**src/rtl/modclk_seq.sv**
```systemverilog
module modclk_seq #(
  parameter int CLK_MHZ    = 200,
  parameter int EN_TMO_US  = 2000,
  parameter int DIS_TMO_US = 5000,
  parameter int POLL_GAP   = 4
) (
  input  logic        clk_i,
  input  logic        rst_ni,
  input  logic        cmd_req_i,
  input  logic        cmd_on_i,
  input  logic [1:0]  cfg_mode_i,
  input  logic        cfg_nostat_i,
  output logic        cmd_ack_o,
  output logic        done_o,
  output logic        err_o,
  output logic [1:0]  err_code_o,
  output logic        standby_o,
  output logic        dom_req_o,
  input  logic        dom_gnt_i,
  input  logic        dom_fail_i,
  output logic        reg_rd_o,
  output logic        reg_wr_o,
  output logic [31:0] reg_wdata_o,
  input  logic [31:0] reg_rdata_i
);
  localparam int TMAX = (EN_TMO_US > DIS_TMO_US) ? EN_TMO_US : DIS_TMO_US;
  localparam int PW   = $clog2(CLK_MHZ + 1);
  localparam int TW   = $clog2(TMAX + 1) + 1;
  localparam int GW   = $clog2(POLL_GAP + 1) + 1;

  typedef enum logic [3:0] {
    S_IDLE, S_DOM, S_RD, S_RDW, S_WR, S_GAP, S_POLL, S_PCHK, S_FIN
  } state_t;

  state_t        st_q;
  logic          on_q, nostat_q, dom_q, sb_q;
  logic [1:0]    mode_q, code_q;
  logic [31:0]   wdata_q;
  logic [PW-1:0] pre_q;
  logic [TW-1:0] us_q;
  logic [GW-1:0] gap_q;

  wire [1:0]    stat    = reg_rdata_i[17:16];
  wire          ready   = on_q ? (stat == 2'd0 || stat == 2'd2) : (stat == 2'd3);
  wire [TW-1:0] limit   = on_q ? TW'(EN_TMO_US) : TW'(DIS_TMO_US);
  wire          expired = us_q >= limit;

  assign cmd_ack_o   = (st_q == S_IDLE) && cmd_req_i;
  assign done_o      = (st_q == S_FIN);
  assign err_o       = done_o && (code_q != 2'd0);
  assign err_code_o  = code_q;
  assign standby_o   = sb_q;
  assign dom_req_o   = dom_q;
  assign reg_rd_o    = (st_q == S_RD) || (st_q == S_POLL);
  assign reg_wr_o    = (st_q == S_WR);
  assign reg_wdata_o = wdata_q;

  always_ff @(posedge clk_i or negedge rst_ni) begin
    if (!rst_ni) begin
      st_q     <= S_IDLE;
      on_q     <= 1'b0;
      nostat_q <= 1'b0;
      mode_q   <= 2'd0;
      code_q   <= 2'd0;
      dom_q    <= 1'b0;
      sb_q     <= 1'b0;
      wdata_q  <= '0;
      gap_q    <= '0;
    end else begin
      case (st_q)
        S_IDLE: if (cmd_req_i) begin
          on_q     <= cmd_on_i;
          mode_q   <= cfg_mode_i;
          nostat_q <= cfg_nostat_i;
          code_q   <= 2'd0;
          if (cmd_on_i) begin
            dom_q <= 1'b1;
            st_q  <= S_DOM;
          end else begin
            st_q <= (cfg_mode_i == 2'd0) ? S_FIN : S_RD;
          end
        end
        S_DOM: begin
          if (dom_fail_i) begin
            code_q <= 2'd1;
            st_q   <= S_FIN;
          end else if (dom_gnt_i) begin
            st_q <= (mode_q == 2'd0) ? S_FIN : S_RD;
          end
        end
        S_RD:  st_q <= S_RDW;
        S_RDW: begin
          sb_q    <= reg_rdata_i[18];
          wdata_q <= {reg_rdata_i[31:2], on_q ? mode_q : 2'd0};
          st_q    <= S_WR;
        end
        S_WR: begin
          gap_q <= '0;
          st_q  <= nostat_q ? S_FIN : S_GAP;
        end
        S_GAP: begin
          gap_q <= gap_q + 1'b1;
          if (gap_q >= GW'(POLL_GAP - 1)) st_q <= S_POLL;
        end
        S_POLL: st_q <= S_PCHK;
        S_PCHK: begin
          sb_q  <= reg_rdata_i[18];
          gap_q <= '0;
          if (ready) begin
            st_q <= S_FIN;
          end else if (expired) begin
            code_q <= on_q ? 2'd2 : 2'd3;
            st_q   <= S_FIN;
          end else begin
            st_q <= S_GAP;
          end
        end
        S_FIN: begin
          if (!on_q || code_q == 2'd1) dom_q <= 1'b0;
          st_q <= S_IDLE;
        end
        default: st_q <= S_IDLE;
      endcase
    end
  end

  always_ff @(posedge clk_i or negedge rst_ni) begin
    if (!rst_ni) begin
      pre_q <= '0;
      us_q  <= '0;
    end else if (st_q == S_WR) begin
      pre_q <= '0;
      us_q  <= '0;
    end else if (pre_q >= PW'(CLK_MHZ - 1)) begin
      pre_q <= '0;
      if (!expired) us_q <= us_q + 1'b1;
    end else begin
      pre_q <= pre_q + 1'b1;
    end
  end
endmodule


```
**config.mk**
```make
export PLATFORM = sky130hd
export DESIGN_NAME = modclk_seq
export DESIGN_NICKNAME = d
export VERILOG_FILES = /design/src/rtl/modclk_seq.sv
export SDC_FILE = /design/constraint.sdc
export NUM_CORES = 1
export LEC_CHECK = 0
export BUFFER_PORTS_ARGS = -buffer_cell sky130_fd_sc_hd__buf_4
export CORE_ASPECT_RATIO = 1.5
export CORE_MARGIN = 3
export CORE_UTILIZATION = 45
export DETAILED_ROUTE_END_ITERATION = 10
export HOLD_SLACK_MARGIN = 0.15
export PLACE_DENSITY = 0.69
export SKIP_CTS_REPAIR_TIMING = 1
export SKIP_LAST_GASP = 1
export SYNTH_ARGS = -nofsm -noshare
export SYNTH_HDL_FRONTEND = slang
export SYNTH_SLANG_ARGS = --single-unit
```
**constraint.sdc**
```tcl
create_clock -name clk_i -period 3.4 [get_ports clk_i]
set_input_delay 1.02 -clock clk_i [delete_from_list [all_inputs] [get_ports clk_i]]
set_output_delay 1.02 -clock clk_i [all_outputs]
set_load 0.05 [all_outputs]
```
* After elaboration in Yosys (flattened, before gate mapping)
Index checks and enable logic that the tools add are counted.
** Cells by class
- Multiplexer cells :: 30
- Reductions and logical operators :: 22
- Eq/ne operators :: 20
- Add/sub/neg operators :: 3
- Magnitude comparators :: 3
** Operators by type and width (number)
- $mux W14 :: 3
- $mux W4 :: 10
- $pmux W4 S8 :: 1
- $eq A4 B3 Y1 const B :: 4
- $mux W8 :: 2
- $add A14 B1 Y14 const B :: 1
- $ge A14 B13 Y1 :: 1
- $ne A2 B2 Y1 const B :: 7
- $mux W13 :: 1
- $mux W2 :: 5
- $add A8 B1 Y8 const B :: 1
- $eq A4 B2 Y1 const B :: 2
- $ge A8 B8 Y1 const B :: 1
- $pmux W4 S2 :: 1
- $reduce_bool A2 Y1 :: 4
- $logic_not A2 Y1 :: 3
- $pmux W2 S3 :: 1
- $mux W1 :: 5
- $reduce_and A5 Y1 :: 1
- $add A4 B1 Y4 const B :: 1
- $eq A2 B2 Y1 const B :: 2
- $eq A4 B1 Y1 const B :: 1
- $eq A4 B4 Y1 const B :: 1
- $ge A4 B2 Y1 const B :: 1
- 13 further kinds :: 18
** Storage, ports and cells
- Input port bits :: 41
- Output and inout bits :: 41
- Register bits :: 70
- Word-level logic and storage cells :: 89

* Longest topological paths before layout
Gate-level depths: netlist of the first run.
- Word-level depth :: 5
- Mapped depth :: 9
- Mapped depth without buffers :: 7

* Worst setup path after synthesis of the first run
OpenSTA, ideal clock, no wires.
- Path kind :: register to output
- Start point :: register st_q[2]
- End point :: output err_o
- Arrival time :: 1.923 ns
- Buffers on the path :: 2
- Stages on the path, launching flop included :: 6
- Required time :: 2.380 ns
- Setup slack :: 0.457 ns
- Cell sequence :: dfrtp_1 -> clkbuf_1 -> buf_2 -> nor3_1 -> and2_1 -> o21a_1
** On the way
- Cells in the longest elaborated chain, start to end :: 2
** Ends and longest elaborated chain
- start: declaration :: line 35 : state_t st_q;
- start signal: assignment :: line 80 : st_q <= (cfg_mode_i == 2'd0) ? S_FIN : S_RD;
- start signal: assignment :: line 88 : st_q <= (mode_q == 2'd0) ? S_FIN : S_RD;
- start signal: assignment :: line 99 : st_q <= nostat_q ? S_FIN : S_GAP;
- $eq A4 B4 Y1 :: line 49 : assign done_o = (st_q == S_FIN);
- named net done_o :: line 14 : output logic done_o,
- $logic_and A1 B1 Y1 :: line 50 : assign err_o = done_o && (code_q != 2'd0);
- end: declaration :: line 15 : output logic err_o,
The timed path passes the listed nets, and every way through them passes these cells.

* Worst setup path after layout of the first run
- Start point :: register st_q[2]
- End point :: output reg_wr_o
** On the way
- Cells in the longest elaborated chain, start to end :: 1
** Ends and longest elaborated chain
- $eq A4 B3 Y1 :: line 55 : assign reg_wr_o = (st_q == S_WR);
- end: declaration :: line 22 : output logic reg_wr_o,
Every way passes these cells.

==> impl_metrics.tcl, run 1 <==
set metrics [dict create \
    min-delay-path-class "reg -> reg" \
    crit_required_ns 2.38 \
    r2r_start "on_q$_DFFE_PN0P_" \
    period_minus_slack_ns 2.94 \
    dr_total_vias 2651 \
    dr.first_iter.drc_count 86 \
    synth_largest_area_cell "dfrtp_1" \
    instances_no_fill 494 \
    end_kind "output port" \
    setup.worst_path.start "st_q[2]$_DFFE_PN0P_" \
    start_kind "flip-flop" \
    dr.pass1.iters 4 \
    final_common_cell "buf_4" \
    clkPwrFrac 0.165 \
    ys.flop_type "dfrtp_1" \
    cp_max_fo 17 \
    synthTopCellsByArea "dfrtp_1 (51%), mux2_2 (11%), ha_1 (3.3%)" \
    final_cell_mix "buf_4 (82), dfrtp_1 (70), mux2_2 (34)" \
    std_cell_rows 38 \
    muxShareOfSynthArea 0.117 \
    synth_edf_count 0 \
    p_sw_mw 1.82 \
    netlist_area_um2 3430 \
    track_usage 0.177 \
    die_h_um 113 \
    arrival_ns 1.92 \
    routed_wl_um 7310 \
    fin_worst_skew_ns 0.00403 \
    clk_pin_slew_ns 0.07 \
    worst_slew_pin_slew_ns 0.875 \
    io_buffer_count 79 \
    cts_tree "yes" \
    root_buffer "clkbuf_8" \
    swShare 0.450 \
    drc 0 \
    ant_nets 0 \
    synth_xor_area_frac 0.0204 \
    holdWs_ns 0.460 \
    clk_latency_ns 0.34 \
    async_reset_ff_frac 1.00 \
    synth_fp_nets 358 \
    drive_gt1_frac 0.365 \
    maxSlewViolCount 0 \
    crit_path_end "reg_wr_o" \
    max_freq_mhz 340 \
    setup_violations 0 \
    core_um2 7320 \
    ys_types 54 \
    cts.sinks 70 \
    cts_buffers 9 \
    syn_area_per_cell_um2 11.1 \
    r2r_end "us_q[10]$_DFFE_PN0P_" \
    start_util 0.469 \
    ys_seq_elements 70 \
    crit_type "reg -> out" \
    antennaDiodeCount 0 \
    io_pins 82 \
    ys_warn_count 0 \
    worst_path_largest_cell_delay_ns 0.70 \
    yosys.area_share.simple 0.155 \
    dieArea_um2 8730 \
    hold_violations 0 \
    synth_compound_gate_area_share 0.128 \
    nFillCells 663 \
    fin_crit_sh 0.864 \
    synth_top_family_by_area "simple AND/OR/NAND/NOR gates" \
    grt_pass1_wl_um 12600 \
    worst-r2r-cell-count 7 \
    place.gp.congestion 0.880 \
    power_leakage_nw 2.02 \
    rsz0062_at_grt "false" \
    power-per-cell-area_nw_per_um2 935 \
    grt_antenna_before_repair 0 \
    status "finished clean" \
    layout.nets 439 \
    yosysTopAreaCellShare 0.511 \
    avgRoutedWirePerCell_um 14.8 \
    grt_overflow_total 0 \
    relSlewSlack 0.416 \
    dieWidth_um 77.3 \
    yosysSeqAreaShare 0.511 \
    comb_power_share 0.490 \
    postLayoutCoreUtil 0.589 \
    vias_per_cell 5.37 \
    max-vdd-ir-drop_uv 729 \
    crit_slowest_cell "dfrtp_1" \
    dp_hpwl_um 5260 \
    grt_max_degree 71 \
    syn_to_final_growth_pct 25.7 \
    tns_ns 0 \
    crit_path_cell_trace "nand2b_1, or3_1, inv_1, buf_4" \
    clockBufferDepth 2 \
    placed_cells 478 \
    pwr-share-seq 0.345 \
    syn-instance-count 308 \
    cap_violations 0 \
    htree_levels 3 \
    grt_pass1_vias 2817 \
    synthAdderAreaFrac 0.0328 \
    rrSetupSlack_ns 1.05 \
    intPower_mw 2.22 \
]
metal layers:
layer / up-vias / wire length (um) / GRT usage
li1: 1282 / - / -
met5: - / 0 / 0
met1: 1295 / 3070 / 0.202
met2: 67 / 3650 / 0.301
met4: 0 / 78 / 0.0606
met3: 7 / 511 / 0.0685
stage by stage:
| step | cell area [um^2] | power, mW | setup slack (ns) |
|---|---|---|---|
| after global placement | 4110 | 3.36 | 0.811 |
| after detailed placement | 4110 | 3.39 | 0.817 |
| after floorplan | 3430 | 2.83 | 0.457 |
| final | 4310 | 4.03 | 0.461 |
| after CTS | 4310 | 4.08 | 0.445 |
| after global routing | 4310 | 4.27 | 0.289 |
cell usage after synthesis (2+ instances only):
| cell type | number |
|---|---|
| a22o_1 | 2 |
| xor2_1 | 6 |
| mux2i_1 | 2 |
| nor2b_1 | 2 |
| or3_1 | 4 |
| buf_2 | 5 |
| o21a_1 | 3 |
| nand2b_1 | 2 |
| xnor2_1 | 2 |
| nor4_1 | 2 |
| clkbuf_1 | 4 |
| a21oi_1 | 18 |
| inv_1 | 14 |
| or4_1 | 5 |
| nand3_1 | 14 |
| and3_1 | 7 |
| o31ai_1 | 5 |
| a31oi_1 | 6 |
| o2111ai_1 | 3 |
| ha_1 | 9 |
| o21ai_0 | 18 |
| nor3_1 | 5 |
| buf_6 | 2 |
| dfrtp_1 | 70 |
| nor2_1 | 17 |
| mux2_2 | 34 |
| a21o_1 | 2 |
| nand2_1 | 19 |
registers in the layout, summed over array words and instances, names as in the netlist:
signal and cells:
reg_wdata_o 32, gap_q 4, mode_q 2, on_q 1, st_q 4, dom_req_o 1
standby_o 1, nostat_q 1, err_code_o 2, pre_q 8, us_q 14
critical path: cells and delay by family (launching register included):
family / cells / cell delay [ns]
buffers and inverters: 2 / 0.31
flip-flops: 1 / 0.70
AND/OR/NAND/NOR: 2 / 0.57
cells by family (layout without fill, tap and decap cells):
| kind of cell | after synthesis | in the layout |
|---|---|---|
| adders and majority gates | 9 | 9 |
| xor gates and xnor gates | 8 | 8 |
| AOI/OAI and AO/OA | 67 | 67 |
| muxes | 36 | 36 |
| buffers and inverters | 26 | 112 |
| DFF | 70 | 70 |
| and+or+nand+nor | 92 | 92 |
worst min-delay path by stage:
| stage | from | cells past startpoint | endpoint | slack [ns] |
|---|---|---|---|---|
| floorplan | pre_q[0]$_DFF_PN0_ | 1 | pre_q[0]$_DFF_PN0_ | 0.43 |
| global placement | pre_q[0]$_DFF_PN0_ | 1 | pre_q[0]$_DFF_PN0_ | 0.44 |
| detailed placement | pre_q[0]$_DFF_PN0_ | 1 | pre_q[0]$_DFF_PN0_ | 0.45 |
| CTS | pre_q[0]$_DFF_PN0_ | 1 | pre_q[0]$_DFF_PN0_ | 0.46 |
| global route | pre_q[0]$_DFF_PN0_ | 1 | pre_q[0]$_DFF_PN0_ | 0.49 |
| finish | pre_q[0]$_DFF_PN0_ | 1 | pre_q[0]$_DFF_PN0_ | 0.46 |
layout make-up:
cell class                      count  area, um^2  area share
Multi-Input combinational cell    212        1560       0.362
Inverter                           14        52.6      0.0122
Clock buffer                       14         193      0.0447
Timing Repair Buffer               82         616       0.143
Sequential cell                    70        1750       0.406
Tap cell                          100         125      0.0290
Clock inverter                      2        12.5     0.00290
power groups by stage:
stage / registers, mW / logic, mW / clock network, mW
detailed placement: 1.40 / 1.99 / 0
finish: 1.39 / 1.98 / 0.666
global route: 1.44 / 2.10 / 0.720
CTS: 1.39 / 2.00 / 0.690
global placement: 1.39 / 1.97 / 0
floorplan: 2.05 / 0.780 / 0
(Power assumes the default switching activity.)
==> inputs of run 2 (changes only) <==
--- a/config.mk
+++ b/config.mk
@@ -7,7 +7,7 @@
 export LEC_CHECK = 0
 export BUFFER_PORTS_ARGS = -buffer_cell sky130_fd_sc_hd__buf_4
 export CORE_ASPECT_RATIO = 1.5
-export CORE_MARGIN = 3
+export CORE_MARGIN = 4
 export CORE_UTILIZATION = 45
 export DETAILED_ROUTE_END_ITERATION = 10
 export HOLD_SLACK_MARGIN = 0.15
==> run 2 against run 1 <==
Sequential share of layout area shrank 0.40 points. Utilization grew 0.58 points. Routed wire length grew 2.7%. First-iteration DRC count grew 14%. Clock-buffer cell count shrank 3. Highest routed layer unchanged.
==> impl_metrics.tcl, run 2 (synthesis gave the netlist of run 1 again) <==
set metrics [dict create \
    hold_violations 0 \
    maxSlewViolCount 0 \
    postLayoutCoreUtil 0.595 \
    track_usage 0.179 \
    arrival_ns 1.95 \
    drive_gt1_frac 0.363 \
    grt_overflow_total 0 \
    drc 0 \
    start_kind "flip-flop" \
    min-delay-path-class "reg -> reg" \
    syn_to_final_growth_pct 27.0 \
    final_cell_mix "buf_4 (82), dfrtp_1 (70), mux2_2 (34)" \
    dp_hpwl_um 5360 \
    vias_per_cell 5.38 \
    end_kind "output port" \
    grt_max_degree 71 \
    cts_tree "yes" \
    period_minus_slack_ns 2.97 \
    max_freq_mhz 336 \
    io_buffer_count 79 \
    grt_pass1_wl_um 12900 \
    max-vdd-ir-drop_uv 650 \
    p_sw_mw 1.84 \
    dieArea_um2 9110 \
    crit_slowest_cell "dfrtp_1" \
    cp_max_fo 17 \
    setup_violations 0 \
    root_buffer "clkbuf_8" \
    std_cell_rows 38 \
    grt_pass1_vias 2919 \
    start_util 0.469 \
    antennaDiodeCount 0 \
    tns_ns 0 \
    ant_nets 0 \
    crit_family "flip-flops" \
    dr_total_vias 2660 \
    crit_buf_inv 2 \
    largest_reg_flops 32 \
    grt_antenna_before_repair 0 \
    intPower_mw 2.36 \
    worst_slew_pin_slew_ns 0.881 \
    dr.pass1.iters 4 \
    cts.sinks 70 \
    place.gp.congestion 0.845 \
    fin_crit_sh 0.874 \
    pwr-share-seq 0.330 \
    crit_required_ns 2.38 \
    routed_wl_um 7510 \
    htree_levels 3 \
    worst_path_largest_cell_delay_ns 0.70 \
    nFillCells 681 \
    final_common_cell "buf_4" \
    die_h_um 115 \
    relSlewSlack 0.413 \
    dr.first_iter.drc_count 98 \
    crit_type "reg -> out" \
    status "finished clean" \
    cts_buffers 9 \
    avgRoutedWirePerCell_um 15.2 \
    comb_power_share 0.472 \
    crit_path_cell_trace "nand2b_1, or3_1, inv_1, buf_4" \
    dieWidth_um 79.3 \
    io_pins 82 \
    swShare 0.437 \
    clockBufferDepth 2 \
    core_um2 7320 \
    clk_pin_slew_ns 0.08 \
    rsz0062_at_grt "false" \
    layout.nets 439 \
    fin_worst_skew_ns 0.00786 \
    clkPwrFrac 0.198 \
    power_leakage_nw 2.03 \
    clk_latency_ns 0.35 \
    power-per-cell-area_nw_per_um2 964 \
    cap_violations 0 \
]
==> run 2: layout make-up <==
class,count,area (um^2),area share
clock buffers,11,141,0.0325
clock inverters,5,106,0.0244
inverters,14,52.6,0.0121
multi-input cells,212,1560,0.359
flip-flops and latches,70,1750,0.402
well taps,100,125,0.0287
repair buffers,82,616,0.141
==> run 2: stage by stage <==
step | instances | hold WS [ns] | setup WS, ns | power, mW | cell area [um^2]
floorplan | 308 | 0.425 | 0.457 | 2.83 | 3430
global placement | 478 | 0.438 | 0.810 | 3.36 | 4110
detailed placement | 478 | 0.457 | 0.795 | 3.40 | 4110
CTS | 494 | 0.469 | 0.415 | 4.25 | 4360
global route | 494 | 0.484 | 0.258 | 4.44 | 4360
finish | 494 | 0.463 | 0.427 | 4.20 | 4360
==> run 2: power by group through the flow <==
stage / registers [mW] / clock network (mW) / logic [mW]
6_report: 1.39 / 0.832 / 1.98
5_1_grt: 1.43 / 0.883 / 2.13
4_1_cts: 1.39 / 0.856 / 2.01
3_5_place_dp: 1.40 / 0 / 2.00
3_3_place_gp: 1.38 / 0 / 1.97
2_1_floorplan: 2.05 / 0 / 0.780
==> run 2: final timing paths <==
check / end / start / cells past startpoint / slack, ns
setup / recovery: reg_wr_o / st_q[2]$_DFFE_PN0P_ / 4 / 0.43
hold / removal: pre_q[0]$_DFF_PN0_ / pre_q[0]$_DFF_PN0_ / 1 / 0.46
setup reg to reg: us_q[12]$_DFFE_PN0P_ / on_q$_DFFE_PN0P_ / 7 / 1.00
hold reg to reg: pre_q[0]$_DFF_PN0_ / pre_q[0]$_DFF_PN0_ / 1 / 0.46
max in group asynchronous: nostat_q$_DFFE_PN0P_ / rst_ni / 1 / 2.03
min in group asynchronous: pre_q[0]$_DFF_PN0_ / rst_ni / 1 / 0.76
==> run 2: layer usage <==
metal | share of wire | global-route usage
met5 | 0 | 0
met4 | 0.026 | 0.109
met3 | 0.070 | 0.0588
met2 | 0.50 | 0.295
met1 | 0.41 | 0.199
